$ cat config.mk
export PLATFORM = sky130hd
export DESIGN_NAME = rst_hold_classifier
export DESIGN_NICKNAME = d
export VERILOG_FILES = /design/src/rtl/rst_hold_classifier.sv
export SDC_FILE = /design/constraint.sdc
export NUM_CORES = 1
export LEC_CHECK = 0
export BUFFER_PORTS_ARGS = -buffer_cell sky130_fd_sc_hd__buf_4
export CORE_UTILIZATION = 40
export CTS_CLUSTER_DIAMETER = 100
export DETAILED_ROUTE_END_ITERATION = 8
export SYNTH_ARGS = -nofsm -noshare
export SYNTH_HDL_FRONTEND = slang
export SYNTH_SLANG_ARGS = --single-unit
export TNS_END_PERCENT = 10
$ cat constraint.sdc
create_clock -name clk -period 3 [get_ports clk]
set_input_delay 0.3 -clock clk [delete_from_list [all_inputs] [get_ports clk]]
set_output_delay 0.3 -clock clk [all_outputs]
set_load 0.01 [all_outputs]
$ cat src/rtl/rst_hold_classifier.sv
module rst_hold_classifier #(
  parameter int CONFIRM_TICKS = 10,
  parameter int DECIDE_TICKS  = 300,
  parameter bit PRESS_LEVEL   = 1'b1
) (
  input  logic clk,
  input  logic rst_n,
  input  logic tick,
  input  logic btn_raw,
  output logic busy,
  output logic reboot_req,
  output logic restore_req
);
  localparam int MAX_TICKS = (CONFIRM_TICKS > DECIDE_TICKS) ? CONFIRM_TICKS : DECIDE_TICKS;
  localparam int CW = $clog2(MAX_TICKS + 1);
  localparam logic [CW-1:0] CONF_LAST = CW'(CONFIRM_TICKS - 1);
  localparam logic [CW-1:0] DEC_LAST  = CW'(DECIDE_TICKS - 1);

  typedef enum logic [1:0] {ARMED, CONFIRM, HOLD, DRAIN} state_t;

  state_t        st;
  logic [CW-1:0] cnt;
  logic          sync1, sync2, pressed_q;
  logic          pressed;

  assign pressed = (sync2 == PRESS_LEVEL);
  assign busy    = (st == HOLD);

  always_ff @(posedge clk) begin
    if (!rst_n) begin
      sync1     <= ~PRESS_LEVEL;
      sync2     <= ~PRESS_LEVEL;
      pressed_q <= 1'b0;
    end else begin
      sync1     <= btn_raw;
      sync2     <= sync1;
      pressed_q <= pressed;
    end
  end

  always_ff @(posedge clk) begin
    if (!rst_n) begin
      st          <= ARMED;
      cnt         <= '0;
      reboot_req  <= 1'b0;
      restore_req <= 1'b0;
    end else begin
      reboot_req  <= 1'b0;
      restore_req <= 1'b0;
      case (st)
        ARMED: begin
          cnt <= '0;
          if (pressed && !pressed_q) st <= CONFIRM;
        end
        CONFIRM: if (tick) begin
          if (cnt == CONF_LAST) begin
            cnt <= '0;
            st  <= pressed ? HOLD : ARMED;
          end else begin
            cnt <= cnt + 1'b1;
          end
        end
        HOLD: if (tick) begin
          if (cnt == DEC_LAST) begin
            cnt         <= '0;
            restore_req <= pressed;
            reboot_req  <= !pressed;
            st          <= DRAIN;
          end else begin
            cnt <= cnt + 1'b1;
          end
        end
        default: if (!pressed) st <= ARMED;
      endcase
    end
  end

  AST_REQ_EXCLUSIVE: assert property (@(posedge clk) disable iff (!rst_n)
    !(reboot_req && restore_req));
  AST_REQ_FROM_BUSY: assert property (@(posedge clk) disable iff (!rst_n)
    (reboot_req || restore_req) |-> ($past(busy) && !busy));
  AST_REBOOT_ONE_CYCLE: assert property (@(posedge clk) disable iff (!rst_n)
    reboot_req |=> !reboot_req);
  AST_RESTORE_ONE_CYCLE: assert property (@(posedge clk) disable iff (!rst_n)
    restore_req |=> !restore_req);
  AST_RESTORE_HELD: assert property (@(posedge clk) disable iff (!rst_n)
    restore_req |-> $past(pressed));
  AST_REBOOT_RELEASED: assert property (@(posedge clk) disable iff (!rst_n)
    reboot_req |-> !$past(pressed));
  AST_DRAIN_WHILE_HELD: assert property (@(posedge clk) disable iff (!rst_n)
    (st == DRAIN && pressed) |=> !busy);
  AST_NO_TICK_NO_MOVE: assert property (@(posedge clk) disable iff (!rst_n)
    (busy && !tick) |=> busy);
endmodule

**Word-level counts from Yosys, hierarchy flattened**

Cells that the tools add are included.

- Flip-flop bits (word level): 16
- Bits of input ports: 4
- Output and inout bits: 3
- Logic and storage cells: 39

- Add/subtract/negate cells: 1
- Equality and inequality tests: 10
- Mux-type cells: 13
- Reductions and logical operators: 8

Operators by type and width:

| operator | number |
|---|---|
| 9-bit 2-to-1 mux | 4 |
| 9-bit one-hot mux with 3 select lines | 1 |
| 2-bit 2-to-1 mux | 7 |
| 9-bit by 1-bit adder with 9-bit output, second input constant | 1 |
| 9-bit by 4-bit equality test with 1-bit output, second input constant | 1 |
| 9-bit equality test, second input constant | 1 |
| 2-bit != test, second input constant | 4 |
| 2-bit one-hot mux with 3 select lines | 1 |
| 6-bit AND reduction | 1 |
| 4-bit by 2-bit != test with 1-bit output, second input constant | 1 |
| 4-bit AND reduction | 1 |
| 3-bit AND reduction | 1 |
| 3-bit nonzero test | 1 |
| 2-bit by 1-bit equality test with 1-bit output, second input constant | 1 |
| 2-bit equality test, second input constant | 1 |
| 1-bit logical NOT | 2 |
| 2-bit logical NOT | 1 |
| 2-bit by 1-bit != test with 1-bit output, second input constant | 1 |
| 1-bit logical AND | 1 |

**Longest topological paths before layout**

Gate-level depths: netlist of run 1.

- Word-level depth: 4
- Gate-level depth with buffers: 8
- Mapped depth without buffers: 7

**Least setup slack after synthesis of run 1**

OpenSTA, ideal clock, no wires.

- Kind: register to register
- Start: reg cnt[0]
- End: reg st[0]
- Data arrival time: 1.766 ns
- Setup slack: 1.164 ns
- Cell stages (with the launch flop): 7
- Clock period less this slack: 1.836 ns
- Cells stage by stage: dfxtp_1 > ha_1 > nor2b_1 > nand4_2 > a22o_1 > or4_1 > a21oi_1

- Cells in the longest elaborated chain, start to end: 3
- Elaborated cells between the ends (all ways): 5
- Classes of those cells: eq/ne (4); reduce/logical (1)

RTL lines:

| element | RTL line | source |
|---|---|---|
| start: declaration | 22 | `logic [CW-1:0] cnt;` |
| start signal: assignment | 60 | `cnt <= cnt + 1'b1;` |
| start signal: assignment | 70 | `cnt <= cnt + 1'b1;` |
| 9-bit by 4-bit equality test with 1-bit output / 9-bit equality test (equally long branches) | 56, 64 |  |
| 2-bit != test (no source line) / 2-bit by 1-bit != test with 1-bit output (equally long branches) | -- |  |
| 6-bit AND reduction (no source line) (*) | -- |  |
| end signal: assignment | 58 | `st <= pressed ? HOLD : ARMED;` |
| end: declaration | 21 | `state_t st;` |

Mark *: on every way between the ends. The rest lies on a longest branch, timed or not.
A chain may end at the register's enable or synchronous reset.

**Worst setup path in the final report of run 1**

- Start: reg st[0]
- End: reg cnt[4]

- Cells in the longest elaborated chain, start to end: 3
- Elaborated cells between the ends (all ways): 8
- Classes of those cells: eq/ne (4); mux (1); reduce/logical (3)

RTL lines:

| element | RTL line | source |
|---|---|---|
| 2-bit by 1-bit equality test with 1-bit output (tied with other cells) | 50 | `case (st)` |
| 2-bit != test (no source line) / 3-bit nonzero test (equally long branches) | -- |  |
| 3-bit AND reduction (no source line) | -- |  |

Parallel ways exist; a longest one is shown, timed or not.

==> metrics.txt, run 1 <==
outcome finished clean; post-cts resize count 0; routed length per placed instance about 13 um; Pwr Total 435.4 uW; TritonCTS clock tree done; hold path depth 2; top-area cell type share of the netlist area 0.3631; die area roughly 0.0024 mm2; Finished Core Util 0.4858; sequential share of the synthesized area 0.3631; clk_lat worst skew around 0.28 ns; Synth Warn # 0; DRT iter0 DRCs 14; Critical Path Most Common Cell o21ai_0; flops & latches, synth 16; WS Path Type reg2reg; clock buffer count from CTS 3; Worst-Margin Slew between 0.4 and 0.5 ns; crit-path max cell delay 0.40 ns; Cell Chain, Critical Path inv_1, ha_1, o21bai_1, nand2b_1, nor4b_1, o21ai_0, o21ai_0; first-pass GRT wire length 3201 um; CTS Hold Bufs 0; Pre-antenna DRT Iters 4; RSZ-0062 raised after global routing false; fin crit period 1.990 ns; maxcap violations 0; row cnt 16; reg2reg start st[0]; Port Buf Inserts 6; gr ovfl total 0; CP max-delay cell dfxtp_1; Area growth syn-to-layout 11.35%; commonest non-fill, non-tap cell in the layout dfxtp_1; pwr dens ~440 mW/mm2; DP HPWL approximately 1300 um; CP Data Required Time between 3 and 4 ns; min-delay src btn_raw; drt drc 0; core area roughly 0.0020 mm2; Max VDD drop 0.2525 mV; Yosys top cell by area dfxtp_1; Clock Tree Buf Depth 2; Final period util 0.6635; worst r2r path cells 7; Die W 48.96 um; Total Routing Usage GR 0.1721; Synth cell types 32; Antenna Cells 0; crit path launch st[0]; DR vias 808; clk sink count 16; root buf cell clkbuf_4; Fin Clk Skew about 0.0046 ns; num ports 7; WL final between 1500 and 2000 um; H-tree Lvls 1; Final Hold Vio Count 0; Final ANT Viol Nets 0; leakage approximately 0.00038 uW; net count after synthesis around 120; normalized max-slew margin 0.6821; crit start category flip-flop; Pins Over Slew Limit 0; CP max FO 12; Final setup viols 0; Synth area leaders dfxtp_1 36%, ha_1 8.5%, nand2_1 5.1%; Netlist Area Pre-Place ~880 um2; Min Hold Slack around 0.22 ns; CTS clk-pin slew, worst paths approximately 0.10 ns; Final Net Count 123; post-synthesis instance total about 110; synthesized area per cell 8.322 um2; crit path DAT 2.21 ns; commonest cells after routing, fill and taps aside 16 x dfxtp_1, 12 x nand2_1, 8 x nor2_1, 8 x nand3_1, 7 x o21ai_0; Final Wtd Congestion approximately 0.76; Vias/cell roughly 5.8; pin count of the biggest net entering global routing 15; vias in the first global route 716; share of layout cells above drive strength 1 0.1161; Min-Delay Path Class in2reg; Setup Fix Bufs, Post-CTS 0; Peak Freq roughly 500 MHz; initial antenna violation count 0; starting density of the core 0.4363; TNS Setup 0 ns; Crit. End Element flip-flop; Die Ht a little under 50 um
final cells by class:
cell class                 count  area [um2]
fill                         210        1040
multi-input combinational     81       528.0
sequential                    16       320.3
timing repair buffer           6       45.04
clock buffer                   4       36.28
tap                           27       33.78
inverter                       5       18.77
layer usage:
metal  global-route usage  wire [um]
met5                    0          0
met4              0.06373         15
met2               0.2639        867
met3              0.04984         71
met1               0.2268        916
worst max-delay path: cells and delay by family, from the launching register on:
family / cells / cell delay [ns]
buf+inv: 1 / 0.10
fa+ha+maj: 1 / 0.30
flops: 1 / 0.40
simple gates: 2 / 0.65
compound gates: 3 / 0.47
synthesized netlist by cell type:
cell,number
o2111ai_1,1
o21ai_0,7
nand2b_1,1
nor2b_1,3
a22o_1,1
or3_2,1
inv_1,5
a32o_1,1
nand4b_1,1
nand3_1,8
o21bai_1,1
and2_1,3
a22oi_1,1
nor4b_4,1
a21oi_1,3
a31oi_1,1
nand4_2,1
nor2_1,8
o31ai_1,2
nand4_1,3
nand2_1,12
o41ai_1,1
and4_1,1
nand3b_1,1
nor4_1,6
clkbuf_1,4
nor4b_1,2
a32oi_1,1
or4_1,1
dfxtp_1,16
ha_1,6
and3_1,2
state kept, by name (all words and copies together) (netlist names):
name,flops
cnt,9
pressed,1
pressed_q,1
reboot_req,1
restore_req,1
st,2
sync1,1
worst paths after layout:
path           endpoint  slack [ns]
max              cnt[4]        1.01
min               sync1        0.22
max reg2reg      cnt[4]        1.01
min reg2reg  reboot_req        0.43
power by group:
part,internal [uW],switching [uW],leakage [uW],total (uW)
registers,218,5.48,0.000130,224
logic,24.8,46.5,0.000225,71.4
clock network,73.8,66.7,0.0000210,140
total,317,119,0.000376,435
metrics by stage:
| step | instance area, um2 | setup WS, ns | instances |
|---|---|---|---|
| after floorplan | 882.1 | 1.164 | 106 |
| after global placement | 945.9 | 1.082 | 135 |
| after detailed placement | 945.9 | 1.029 | 135 |
| after CTS | 982.2 | 1.005 | 139 |
| after global routing | 982.2 | 0.8115 | 139 |
| final | 982.2 | 1.010 | 139 |
logic make-up (layout without fill, tap and decap cells):
family | Yosys count | count (layout) | share of synthesized area
simple gates | 55 | 55 | 0.3646
compound gates | 20 | 20 | 0.1489
buf+inv | 9 | 15 | 0.03830
flops | 16 | 16 | 0.3631
fa+ha+maj | 6 | 6 | 0.08510
No activity file was read; power rests on OpenSTA's default activity.
==> run 2: changes to the inputs <==
==> constraint.sdc (replaced) <==
create_clock -name clk -period 2 [get_ports clk]
set_input_delay 0.2 -clock clk [delete_from_list [all_inputs] [get_ports clk]]
set_output_delay 0.2 -clock clk [all_outputs]
set_load 0.01 [all_outputs]
==> run 2 against run 1 <==
Net effect:
- via count increased by 0.25%
- global-route usage increased by 2.1 points
- cell count increased by 2.9%
- sequential power increased by 50%
- core utilization increased by 1.9 points
- die area unchanged
- combinational power increased by 64%
- setup slack got worse by 0.92 ns
- maximum frequency increased by 4.1%
- routed wire length increased by 7.8%
- first-iteration DRC count increased by 64%
- critical endpoint is now st[0]
- highest routed layer unchanged
==> metrics.txt, run 2 (synthesized netlist as in run 1, its figures left out) <==
outcome finished clean; post-route insts no fill around 140; dpl cells 139; Total Routing Usage GR 0.1934; Pins Over Slew Limit 0; Worst-Margin Slew just over 0.4 ns; Final ANT Viol Nets 0; Max VDD drop between 0.5 and 0.6 mV; crit path DAT 2.15 ns; Final Net Count around 130; Die Ht approximately 50 um; normalized max-slew margin 0.7231; commonest non-fill, non-tap cell in the layout dfxtp_1; die area approximately 0.0024 mm2; first-pass GRT wire length roughly 3500 um; core area 0.002022 mm2; clk sink count 16; DP HPWL approximately 1400 um; Final Wtd Congestion ~0.78; pwr dens about 660 mW/mm2; Die W just under 50 um; CTS clk-pin slew, worst paths around 0.10 ns; dpl cell area approximately 980 um2; Pre-antenna DRT Iters 4; num ports 7; row cnt 16; Largest Register cnt; Area growth syn-to-layout 15.74%; final non-filler cell area 0.001021 mm2; WS Path Type reg2reg; Final setup viols 0; Reg power frac 0.494; Port Buf Inserts 6; H-tree Lvls 1; pin count of the biggest net entering global routing 15; maxcap violations 0; Fin Clk Skew roughly 0.0038 ns; starting density of the core 0.4363; clock power share 0.334; root buf cell clkbuf_4; commonest cells after routing, fill and taps aside 14 x dfxtp_1, 12 x nand2_1, 10 x buf_4; routed length per placed instance roughly 14 um; CP Data Required Time roughly 2.2 ns; leakage about 0.0004 uW; gr ovfl total 0; drt drc 0; Filler cells ~210; Antenna Cells 0; Final period util 0.9558; Crit. End Element flip-flop; crit start category flip-flop; Min-Delay Path Class in2reg; fin crit period between 1.5 and 2 ns; Sw Ratio 0.2908; clock buffer count from CTS 3; DRT iter0 DRCs 23; TNS Setup 0 ns; biggest regs cnt (9), st (2); max FFs per register 9; CP max FO 5; WL final between 2000 and 2500 um; Finished Core Util 0.5050; Vias/cell 5.664; share of layout cells above drive strength 1 0.1897; TritonCTS clock tree done; clk_lat worst skew 0.30 ns; DR vias between 800 and 900; internal power approximately 480 uW; Final Hold Vio Count 0; Peak Freq ~520 MHz; Logic pwr share 0.173; Clock Tree Buf Depth 2; switching pwr between 150 and 200 uW; initial antenna violation count 0; vias in the first global route approximately 760
==> run 2: worst max-delay path, stage by stage (launching register included) <==
cell and delay [ns]:
dfxtp_2 0.37, ha_1 0.18, nor2b_2 0.19, nand4_2 0.17, a22o_1 0.30, or4_1 0.50
a21oi_1 0.14
==> run 2: timing repair <==
action | 4_1_cts | 5_1_grt
hold endpoints to repair | 0 | 0
resized for setup | 0 | 5
buffers inserted | 0 | 0
hold buffers | 0 | 0
setup endpoints to repair | 0 | 8
==> run 2: area by class of cell <==
class / count / area, um2 / area share
Inverter: 5 / 18.77 / 0.01838
Sequential cell: 16 / 322.8 / 0.3162
Timing Repair Buffer: 10 / 75.07 / 0.07353
Multi-Input combinational cell: 81 / 534.3 / 0.5233
Tap cell: 27 / 33.78 / 0.03309
Clock buffer: 4 / 36.28 / 0.03554
==> run 2: final timing paths <==
kind	slack, ns	end	startpoint	depth (start not counted)
setup / recovery	0.09	st[0]	cnt[1]	6
hold / removal	0.10	sync1	btn_raw	2
setup reg to reg	0.09	st[0]	cnt[1]	6
hold reg to reg	0.44	pressed	sync1	1
==> run 2: stage by stage <==
step	power (uW)	setup WS (ns)	hold WS, ns
floorplan	421.7	0.1635	0.3273
global placement	452.0	0.1198	0.4126
detailed placement	455.6	0.06983	0.4138
CTS	680.0	0.04343	0.09960
global route	711.5	-0.01783	0.09549
finish	678.3	0.08848	0.1005
==> run 2: layer usage <==
layer,global-route usage,up-vias,share of wire
met3,0.03738,5,0.026
met4,0.1176,0,0.027
li1,-,414,-
met5,0,-,0
met2,0.3032,12,0.45
met1,0.2438,379,0.49
==> run 2: power by group through the flow <==
stage          sequential (uW)  clock (uW)  combinational, uW
6_report                   335         226                117
5_1_grt                    336         245                131
4_1_cts                    335         231                114
3_5_place_dp               342           0                113
3_3_place_gp               342           0                110
2_1_floorplan              341           0               81.2
